$ cat config.mk
export PLATFORM = sky130hd
export DESIGN_NAME = cp_xfer_seq
export DESIGN_NICKNAME = d
export VERILOG_FILES = /design/src/rtl/cp_xfer_pkg.sv /design/src/rtl/cp_xfer_decode.sv /design/src/rtl/cp_xfer_agen.sv /design/src/rtl/cp_xfer_ctrl.sv /design/src/rtl/cp_xfer_seq.sv
export SDC_FILE = /design/constraint.sdc
export NUM_CORES = 1
export LEC_CHECK = 0
export ABC_AREA = 1
export BUFFER_PORTS_ARGS = -buffer_cell sky130_fd_sc_hd__buf_2
export CORE_ASPECT_RATIO = 0.8
export CORE_MARGIN = 8
export CORE_UTILIZATION = 35
export CTS_CLUSTER_DIAMETER = 150
export DETAILED_ROUTE_END_ITERATION = 12
export GPL_TIMING_DRIVEN = 0
export SLEW_MARGIN = 20
export SYNTH_ARGS = -nofsm -noshare
export SYNTH_HDL_FRONTEND = slang
export SYNTH_SLANG_ARGS = --single-unit
$ cat constraint.sdc
create_clock -name clk_i -period 3.92 [get_ports clk_i]
set_input_delay 0 -clock clk_i [delete_from_list [all_inputs] [get_ports clk_i]]
set_output_delay 0 -clock clk_i [all_outputs]
set_load 0.01 [all_outputs]
$ cat src/rtl/cp_xfer_pkg.sv
package cp_xfer_pkg;

  typedef enum logic [2:0] {
    ST_IDLE,
    ST_OFFER,
    ST_XFER,
    ST_WB,
    ST_TRAP
  } state_e;

  typedef struct packed {
    logic       pre;
    logic       up;
    logic       len;
    logic       wb;
    logic       load;
    logic [3:0] rn;
    logic [3:0] crd;
    logic [3:0] cpn;
    logic [7:0] off;
  } cdt_t;

  localparam logic [2:0] CDT_SIG = 3'b110;

  // flags = {N,Z,C,V}
  function automatic logic cond_pass(input logic [3:0] c, input logic [3:0] f);
    logic n, z, cf, v;
    {n, z, cf, v} = f;
    case (c)
      4'h0: cond_pass = z;
      4'h1: cond_pass = !z;
      4'h2: cond_pass = cf;
      4'h3: cond_pass = !cf;
      4'h4: cond_pass = n;
      4'h5: cond_pass = !n;
      4'h6: cond_pass = v;
      4'h7: cond_pass = !v;
      4'h8: cond_pass = cf && !z;
      4'h9: cond_pass = !cf || z;
      4'hA: cond_pass = (n == v);
      4'hB: cond_pass = (n != v);
      4'hC: cond_pass = !z && (n == v);
      4'hD: cond_pass = z || (n != v);
      4'hE: cond_pass = 1'b1;
      default: cond_pass = 1'b0;
    endcase
  endfunction

endpackage

$ cat src/rtl/cp_xfer_decode.sv
module cp_xfer_decode
  import cp_xfer_pkg::*;
(
  input  logic [31:0] instr_i,
  input  logic [3:0]  flags_i,
  output cdt_t        fld_o,
  output logic        go_o
);

  logic sig_ok;
  logic cond_ok;

  assign sig_ok  = (instr_i[27:25] == CDT_SIG);
  assign cond_ok = cond_pass(instr_i[31:28], flags_i);
  assign go_o    = sig_ok && cond_ok;

  assign fld_o.pre  = instr_i[24];
  assign fld_o.up   = instr_i[23];
  assign fld_o.len  = instr_i[22];
  assign fld_o.wb   = instr_i[21];
  assign fld_o.load = instr_i[20];
  assign fld_o.rn   = instr_i[19:16];
  assign fld_o.crd  = instr_i[15:12];
  assign fld_o.cpn  = instr_i[11:8];
  assign fld_o.off  = instr_i[7:0];

endmodule

$ cat src/rtl/cp_xfer_agen.sv
module cp_xfer_agen #(
  parameter int ADDR_W     = 32,
  parameter int OFF_W      = 8,
  parameter int WORD_BYTES = 4
) (
  input  logic              clk_i,
  input  logic              rst_ni,
  input  logic              load_i,
  input  logic              step_i,
  input  logic [ADDR_W-1:0] base_i,
  input  logic [OFF_W-1:0]  off_i,
  input  logic              up_i,
  input  logic              pre_i,
  output logic [ADDR_W-1:0] addr_o,
  output logic [ADDR_W-1:0] wb_o
);

  localparam int SH = $clog2(WORD_BYTES);
  localparam logic [ADDR_W-1:0] STEP = ADDR_W'(WORD_BYTES);

  logic [ADDR_W-1:0] off_b;
  logic [ADDR_W-1:0] moved;
  logic [ADDR_W-1:0] addr_q, wb_q;

  assign off_b = ADDR_W'({off_i, {SH{1'b0}}});
  assign moved = up_i ? (base_i + off_b) : (base_i - off_b);

  always_ff @(posedge clk_i or negedge rst_ni) begin
    if (!rst_ni) begin
      addr_q <= '0;
      wb_q   <= '0;
    end else if (load_i) begin
      addr_q <= pre_i ? moved : base_i;
      wb_q   <= moved;
    end else if (step_i) begin
      addr_q <= addr_q + STEP;
    end
  end

  assign addr_o = addr_q;
  assign wb_o   = wb_q;

  assert_pre_first_R3: assert property (@(posedge clk_i) disable iff (!rst_ni)
    (load_i && pre_i) |=> (addr_o == wb_o));

  assert_post_first_R3: assert property (@(posedge clk_i) disable iff (!rst_ni)
    (load_i && !pre_i) |=> (addr_o == $past(base_i)));

endmodule

$ cat src/rtl/cp_xfer_ctrl.sv
module cp_xfer_ctrl
  import cp_xfer_pkg::*;
#(
  parameter int RESP_WAIT = 4
) (
  input  logic clk_i,
  input  logic rst_ni,
  input  logic issue_i,
  input  logic go_i,
  input  logic cp_accept_i,
  input  logic cp_last_i,
  output logic load_o,
  output logic step_o,
  output logic busy_o,
  output logic cp_req_o,
  output logic mem_req_o,
  output logic wb_phase_o,
  output logic undef_o
);

  localparam int CW = $clog2(RESP_WAIT + 1);
  localparam logic [CW-1:0] CNT_LAST = CW'(RESP_WAIT - 1);

  state_e state_q;
  logic [CW-1:0] cnt_q;

  assign load_o = (state_q == ST_IDLE) && issue_i && go_i;

  always_ff @(posedge clk_i or negedge rst_ni) begin
    if (!rst_ni) begin
      state_q <= ST_IDLE;
      cnt_q   <= '0;
    end else begin
      case (state_q)
        ST_IDLE: begin
          cnt_q <= '0;
          if (load_o) state_q <= ST_OFFER;
        end
        ST_OFFER: begin
          // acceptance wins over the expiring window
          if (cp_accept_i)            state_q <= ST_XFER;
          else if (cnt_q == CNT_LAST) state_q <= ST_TRAP;
          else                        cnt_q   <= cnt_q + 1'b1;
        end
        ST_XFER: if (cp_last_i) state_q <= ST_WB;
        default: state_q <= ST_IDLE;
      endcase
    end
  end

  assign busy_o     = (state_q != ST_IDLE);
  assign cp_req_o   = (state_q == ST_OFFER);
  assign mem_req_o  = (state_q == ST_XFER);
  assign step_o     = mem_req_o && !cp_last_i;
  assign wb_phase_o = (state_q == ST_WB);
  assign undef_o    = (state_q == ST_TRAP);

  assert_trap_pulse_R8: assert property (@(posedge clk_i) disable iff (!rst_ni)
    undef_o |=> (!undef_o && !mem_req_o && !busy_o));

  assert_trap_cause_R8: assert property (@(posedge clk_i) disable iff (!rst_ni)
    undef_o |-> ($past(cp_req_o) && !$past(cp_accept_i)));

  assert_accept_wins_R9: assert property (@(posedge clk_i) disable iff (!rst_ni)
    (cp_req_o && cp_accept_i) |=> (mem_req_o && !undef_o));

  assert_wb_after_last_R7: assert property (@(posedge clk_i) disable iff (!rst_ni)
    wb_phase_o |-> $past(mem_req_o && cp_last_i));

  assert_offer_from_idle_R11: assert property (@(posedge clk_i) disable iff (!rst_ni)
    $rose(cp_req_o) |-> $past(!busy_o && issue_i && go_i));

endmodule

$ cat src/rtl/cp_xfer_seq.sv
module cp_xfer_seq
  import cp_xfer_pkg::*;
#(
  parameter int ADDR_W     = 32,
  parameter int RESP_WAIT  = 4,
  parameter int WORD_BYTES = 4
) (
  input  logic              clk_i,
  input  logic              rst_ni,
  input  logic              issue_i,
  input  logic [31:0]       instr_i,
  input  logic [3:0]        flags_i,
  input  logic [ADDR_W-1:0] base_i,
  input  logic              cp_accept_i,
  input  logic              cp_last_i,
  output logic              busy_o,
  output logic              cp_req_o,
  output logic [3:0]        cp_num_o,
  output logic [3:0]        cp_reg_o,
  output logic              cp_len_o,
  output logic              mem_req_o,
  output logic              mem_we_o,
  output logic [ADDR_W-1:0] mem_addr_o,
  output logic              wb_en_o,
  output logic [3:0]        wb_rn_o,
  output logic [ADDR_W-1:0] wb_data_o,
  output logic              undef_o
);

  localparam logic [ADDR_W-1:0] STEP = ADDR_W'(WORD_BYTES);

  cdt_t fld;
  logic go, load, step, wb_phase;
  logic [3:0] rn_q, crd_q, cpn_q;
  logic len_q, wb_q, ld_q;

  cp_xfer_decode u_dec (
    .instr_i (instr_i),
    .flags_i (flags_i),
    .fld_o   (fld),
    .go_o    (go)
  );

  cp_xfer_ctrl #(.RESP_WAIT(RESP_WAIT)) u_ctrl (
    .clk_i       (clk_i),
    .rst_ni      (rst_ni),
    .issue_i     (issue_i),
    .go_i        (go),
    .cp_accept_i (cp_accept_i),
    .cp_last_i   (cp_last_i),
    .load_o      (load),
    .step_o      (step),
    .busy_o      (busy_o),
    .cp_req_o    (cp_req_o),
    .mem_req_o   (mem_req_o),
    .wb_phase_o  (wb_phase),
    .undef_o     (undef_o)
  );

  cp_xfer_agen #(.ADDR_W(ADDR_W), .OFF_W(8), .WORD_BYTES(WORD_BYTES)) u_agen (
    .clk_i  (clk_i),
    .rst_ni (rst_ni),
    .load_i (load),
    .step_i (step),
    .base_i (base_i),
    .off_i  (fld.off),
    .up_i   (fld.up),
    .pre_i  (fld.pre),
    .addr_o (mem_addr_o),
    .wb_o   (wb_data_o)
  );

  always_ff @(posedge clk_i or negedge rst_ni) begin
    if (!rst_ni) begin
      rn_q  <= '0;
      crd_q <= '0;
      cpn_q <= '0;
      len_q <= 1'b0;
      wb_q  <= 1'b0;
      ld_q  <= 1'b0;
    end else if (load) begin
      rn_q  <= fld.rn;
      crd_q <= fld.crd;
      cpn_q <= fld.cpn;
      len_q <= fld.len;
      wb_q  <= fld.wb;
      ld_q  <= fld.load;
    end
  end

  assign cp_num_o = cpn_q;
  assign cp_reg_o = crd_q;
  assign cp_len_o = len_q;
  assign mem_we_o = mem_req_o && !ld_q;
  assign wb_en_o  = wb_phase && wb_q;
  assign wb_rn_o  = rn_q;

  assert_word_step_R5: assert property (@(posedge clk_i) disable iff (!rst_ni)
    (mem_req_o && !cp_last_i) |=> (mem_req_o && mem_addr_o == $past(mem_addr_o) + STEP));

  assert_last_ends_R5: assert property (@(posedge clk_i) disable iff (!rst_ni)
    (mem_req_o && cp_last_i) |=> !mem_req_o);

  assert_fields_held_R10: assert property (@(posedge clk_i) disable iff (!rst_ni)
    (busy_o && $past(busy_o)) |-> ($stable(cp_num_o) && $stable(cp_reg_o) && $stable(cp_len_o)));

  assert_idle_quiet_R1: assert property (@(posedge clk_i) disable iff (!rst_ni)
    !busy_o |-> (!mem_req_o && !wb_en_o && !undef_o && !cp_req_o));

endmodule

# Word-level counts from Yosys, hierarchy flattened
# Cells that the tools add are included.
[totals]
output_inout_bits = 83
ff_bits = 85
wordCells = 77
[classes]
n_mux = 13
reduce_logical = 23
n_addsub = 4
n_eq_ne = 27
[ops]
columns = ["op", "count"]
rows = [
  ["$mux 32", 4],
  ["$add 32x10->32", 1],
  ["$add 32x3->32 const B", 1],
  ["$sub 32x10->32", 1],
  ["$eq 4x4->1 const B", 7],
  ["$mux 3", 6],
  ["$eq 4x3->1 const B", 4],
  ["$pmux 1 s15", 1],
  ["$eq 3x2->1 const B", 3],
  ["$pmux 3 s3", 1],
  ["$eq 4x2->1 const B", 2],
  ["$logic_and 1x1->1", 8],
  ["$ne 2x2->1 const B", 4],
  ["$eq 3x3->1 const B", 2],
  ["$logic_not 1->1", 6],
  ["$pmux 3 s2", 1],
  ["$reduce_and 3->1", 2],
  ["$eq 4x1->1 const B", 1],
  ["$logic_not 4->1", 1],
  ["$reduce_bool 2->1", 2],
  ["$add 3x1->3 const B", 1],
  ["$eq 3x1->1 const B", 1],
  ["$logic_not 3->1", 1],
  ["$ne 3x2->1 const B", 1],
  ["other kinds (4)", 5],
]

# Depth between registers and ports, before layout
[depth]
depth_word = 7
mapped_depth = 23
mapped_depth_nobuf = 23

# By module
# From an unflattened synthesis, not the netlist that was laid out.
[unflattened]
hier_cells = 1176
area_unflattened_um2 = 7495.9
[by_module_without_submodules]
columns = ["mod", "instances", "area_each_um2", "seq_area_each_um2", "cells_each"]
rows = [
  ["cp_xfer_agen", 1, 6089.6, 1601.5, 990],
  ["cp_xfer_seq", 1, 623.1, 375.4, 68],
  ["cp_xfer_decode", 1, 416.6, 0.0, 76],
  ["cp_xfer_ctrl", 1, 366.6, 150.1, 42],
]

# Worst setup path after synthesis
# No wires, ideal clock.
[synth_timing]
path_type = "input port to flip-flop"
startpoint = "input port instr_i[0]"
endpoint = "register u_agen.addr_q[16] (netlist: u_agen.addr_o[16])"
stages = 17
t_arrival_ns = 2.006
path_slack_ns = 1.795
setup_time_ns = 0.119
path_buffers = 0
cell_sequence = "inv_1 ha_1 nand2_1 nor2_1 o21ai_0 ha_1 nand2_1 inv_1 nand2_1 nand2_1 nand3b_1 nand2_1 nand3b_1 nand2_1 nor2_1 nor2_1 nor2_1"
[synth_via]
elab_chain_len = 4
elab_cells_between_ends = 5
[synth_lines]
columns = ["element", "line_no", "rtl"]
rows = [
  ["from (decl)", "cp_xfer_seq.sv:11", "input logic [31:0] instr_i,"],
  ["$sub 32x10->32 / $add 32x10->32 (equally long branches)", "cp_xfer_agen.sv:26", "assign moved = up_i ? (base_i + off_b) : (base_i - off_b);"],
  ["$mux 32 (*)", "cp_xfer_agen.sv:26", ""],
  ["$mux 32 (*)", "cp_xfer_agen.sv:33", "addr_q <= pre_i ? moved : base_i;"],
  ["$mux 32 (*)", "cp_xfer_agen.sv:32", "end else if (load_i) begin"],
  ["to (signal assigned)", "cp_xfer_agen.sv:33", ""],
  ["to (signal assigned)", "cp_xfer_agen.sv:36", "addr_q <= addr_q + STEP;"],
  ["to (decl)", "cp_xfer_agen.sv:23", "logic [ADDR_W-1:0] addr_q, wb_q;"],
]
# Every way passes the cells marked *; elsewhere a longest branch is shown, timed or not.
# A chain may end at the register's enable or synchronous reset.

# Final worst setup path
# Same ends and word-level chain as after synthesis.

==> reports/results.md <==
* outcome: finished, final reports clean
* sum of net half-perimeters after detailed placement: 21.3 mm
* part of the Yosys area used for sequential elements: 29.6%
* buffers added on ports: 154
* clk sink count: 85
* #FFs+latches synth: 85
* sequential cell area: 0.00213 mm²
* Req. time, crit path: 4.15 ns
* most area-hungry cell type in the Yosys netlist: sky130_fd_sc_hd__dfrtp_1
* final weighted congestion of routability-driven global placement: 0.966
* clock buffer count from CTS: 9
* family with the most delay on the worst path: simple AND/OR/NAND/NOR gates
* GR Overflow Total: 0
* site row count: 47
* H-tree depth reported by CTS: 3
* CP Cell Sequence: buf_2 -> inv_1 -> ha_1 -> nand2_1 -> nor2_1 -> o21ai_0 -> ha_1 -> nand2_1 -> inv_1 -> nand2_1 -> nand2_1 -> nand3b_1 -> nand2_1 -> nand3b_1 -> nand2_1 -> nor2_1 -> nor2_1 -> nor2_1
* endpoint of the most critical setup path: u_agen.addr_o[16]$_DFFE_PN0P_
* cell at the slowest stage of the critical path: sky130_fd_sc_hd__o21ai_0
* DRT iter0 DRCs: 782
* synthesized area per cell: 6.12 µm²
* Synth async-reset ratio: 100%
* max-cap violation count: 0
* area of the multi-input gates: 0.00429 mm²
* CTS tree: built
* Final Hold Violating Endpoints: 0
* critical path endpoint category: flip-flop
* critical path data arrival time: 2.96 ns
* leading register cell type out of synthesis: sky130_fd_sc_hd__dfrtp_1
* Post-synth EDFFs: 0
* largest clock skew in the final design: 0.0121 ns
* starting density of the core: 35.2%
* number of max-slew violations in the final report: 0
* maximum net fanout on the critical path: 6
* area fraction of the dominant cell type after synthesis: 29.6%
* reg2reg end: u_agen.addr_o[26]$_DFFE_PN0P_
* root cell of the clock tree: sky130_fd_sc_hd__clkbuf_16
* number of cells traversed by the worst register-to-register path: 12
* most common cell after layout, fill and taps aside: sky130_fd_sc_hd__nand2_1
* worst slack, placed: 0.819 ns
* signed area change from the synthesized netlist to the final layout: 23.0%
* netlist area before placement: 0.00718 mm²
* number of warnings issued by yosys: 0
* crit start category: input pin
* Fillers: 2200
* most common cell type on the critical path: sky130_fd_sc_hd__nand2_1
* number of global-route vias before repair: 7638
* maximum buffer depth of the clock tree: 2
* ANT nets after route: 0
* stage delay of the slowest cell on the critical path: 0.71 ns
* DIE WIDTH: 176 µm
* number of design rule violations left after detail routing: 0
* fmax: 367 MHz
* wire length of the first global-routing pass: 40.9 mm
* latest clock arrival within the worst-skew pair: 0.35 ns
* core region area: 0.0204 mm²
* Diodes inserted: 0
* leading cell types by total area after synthesis: sky130_fd_sc_hd__dfrtp_1 (30%), sky130_fd_sc_hd__nand2_1 (23%), sky130_fd_sc_hd__inv_1 (8.5%)
* via count: 7926
* Worst-Margin Slew: 0.898 ns
* average detailed-routed wire length per instance: 15.8 µm
* worst setup path class: input pin to flip-flop
* Final Worst Setup Slack: 1.20 ns
* count of cell types in the netlist: 37
* static leakage: 4.97 nW
* unrepaired setup endpoints after global routing: no
* iteration count of the initial detailed-routing pass: 5
* die footprint: 0.0254 mm²
* largest net degree at the start of global routing: 75
* I/O pin total: 156
* crit share post-route: 69.5%
* synthesized instance count: 1174
* summed negative setup slack over all endpoints: 0 ns
* Layout Cell Area excl Fill: 0.00884 mm²
* worst min-delay path class: input pin to async pin
* average vias per placed instance: 4.85
* layout cell share with drive strength beyond 1: 14.9%
* Design Power: 0.00477 W
* Slew headroom: 39.5%
* clock edge transition at the registers on the reported setup and hold paths: 0.07 ns
* flop2flop setup slack: 1.73 ns
* overall routing resource usage: 20.4%
* Hold Slack: 0.0297 ns
* most frequent cells in the layout: sky130_fd_sc_hd__nand2_1 (446), sky130_fd_sc_hd__inv_1 (162), sky130_fd_sc_hd__buf_2 (162)
* first element of the critical path: instr_i[0]
* instance count on the critical path: 18
* count of buffering cells on the critical path with inverters included: 3
* overall routed net length: 25.9 mm
* fin crit period: 2.72 ns
* Reg-to-Reg Start: u_agen.addr_o[2]$_DFFE_PN0P_
* setup violators final: 0
* PwrDens: 540 mW/mm²
* number of setup buffers added after CTS: 0
* Net count, final: 1468
* instance area at placement: 0.00832 mm²
* number of nets produced by synthesis: 1282
* Die Height: 144 µm
* Max IR drop VDD: 0.000225 V
* antenna violations before repair: 0
==> worst min path at each step <==
stage	endpoint	slack [ns]	depth (start not counted)
after global routing	cp_num_o[1]$_DFFE_PN0N_	0.03	2
after global placement	cp_reg_o[1]$_DFFE_PN0N_	0.20	3
after floorplan	cp_len_o$_DFFE_PN0N_	-0.30	0
after CTS	u_agen.addr_o[10]$_DFFE_PN0P_	0.02	5
final	u_agen.wb_o[29]$_DFFE_PN0N_	0.03	2
after detailed placement	u_agen.wb_o[29]$_DFFE_PN0N_	-0.17	1
==> where the power goes <==
part           internal, W  switching [W]  total [W]
sequential         0.00127       0.000413    0.00169
combinational     0.000832        0.00134    0.00217
clock             0.000522       0.000392   0.000915
total              0.00263        0.00215    0.00477
==> per-stage QoR <==
stage / utilization, % / std cells
after floorplan: - / 1174
after global placement: 40.6 / 1597
after detailed placement: 40.8 / 1598
after CTS: 43.3 / 1634
after global routing: 43.3 / 1634
final: 43.3 / 1634
==> kinds of logic after synthesis <==
| logic type | count (synthesis) | share of synthesized area [%] |
|---|---|---|
| flip-flops | 85 | 29.6 |
| buffers and inverters | 189 | 10.7 |
| AND/OR/NAND/NOR | 711 | 40.5 |
| AO/OA/AOI/OAI | 123 | 9.27 |
| adder cells (fa/ha/maj) | 35 | 6.20 |
| XOR/XNOR | 31 | 3.78 |
==> layer usage <==
metal	wire length [µm]	GRT usage (%)	up-vias	share of wire, %
met5	0	0	-	0
met4	560	5.70	0	2.2
met3	2480	4.93	36	9.6
met2	11000	31.5	311	42
met1	11900	28.0	3525	46
li1	-	-	4054	-
==> what timing repair did <==
action	CTS	global route
resized for setup	0	0
endpoints found under the hold margin	107	0
hold buffers	20	0
==> worst register-to-register path, stage by stage, from the launching register on <==
cell and delay [ns]:
sky130_fd_sc_hd__dfrtp_1 0.51, sky130_fd_sc_hd__ha_1 0.22, sky130_fd_sc_hd__nand2_1 0.11, sky130_fd_sc_hd__inv_1 0.08
sky130_fd_sc_hd__nand3_1 0.16, sky130_fd_sc_hd__nor2_1 0.24, sky130_fd_sc_hd__nand3_1 0.19, sky130_fd_sc_hd__nor3_1 0.20
sky130_fd_sc_hd__nand4_1 0.10, sky130_fd_sc_hd__nand3_1 0.11, sky130_fd_sc_hd__nand2_1 0.08, sky130_fd_sc_hd__nand2_1 0.06
sky130_fd_sc_hd__inv_1 0.03
==> state kept, by name (all words and copies together) (netlist names) <==
name / count
u_ctrl.cnt_q: 3
wb_rn_o: 4
wb_q: 1
cp_num_o: 4
u_ctrl.state_q: 3
ld_q: 1
u_agen.addr_o: 32
u_agen.wb_o: 32
cp_reg_o: 4
cp_len_o: 1
==> synth_stat cells, drive strengths merged (3+ instances only) <==
master / n
nor3: 19
nor4: 3
inv: 162
o21ai: 60
o22ai: 3
xor2: 20
or2: 6
nand2: 450
nand3: 62
clkbuf: 7
a31oi: 12
nand3b: 11
ha: 34
xnor2: 11
buf: 19
dfrtp: 85
nand4: 13
nor2: 142
and2: 3
a21oi: 39
o211ai: 5
==> layout make-up <==
type | count | area share [%]
multi-input cells | 900 | 48.5
flip-flops and latches | 85 | 24.1
repair buffers | 175 | 11.4
inverters | 163 | 6.92
well taps | 269 | 3.81
clock buffers | 10 | 2.70
plain buffers | 26 | 1.74
clock inverters | 6 | 0.849
Power figures use the tool's default switching activity.
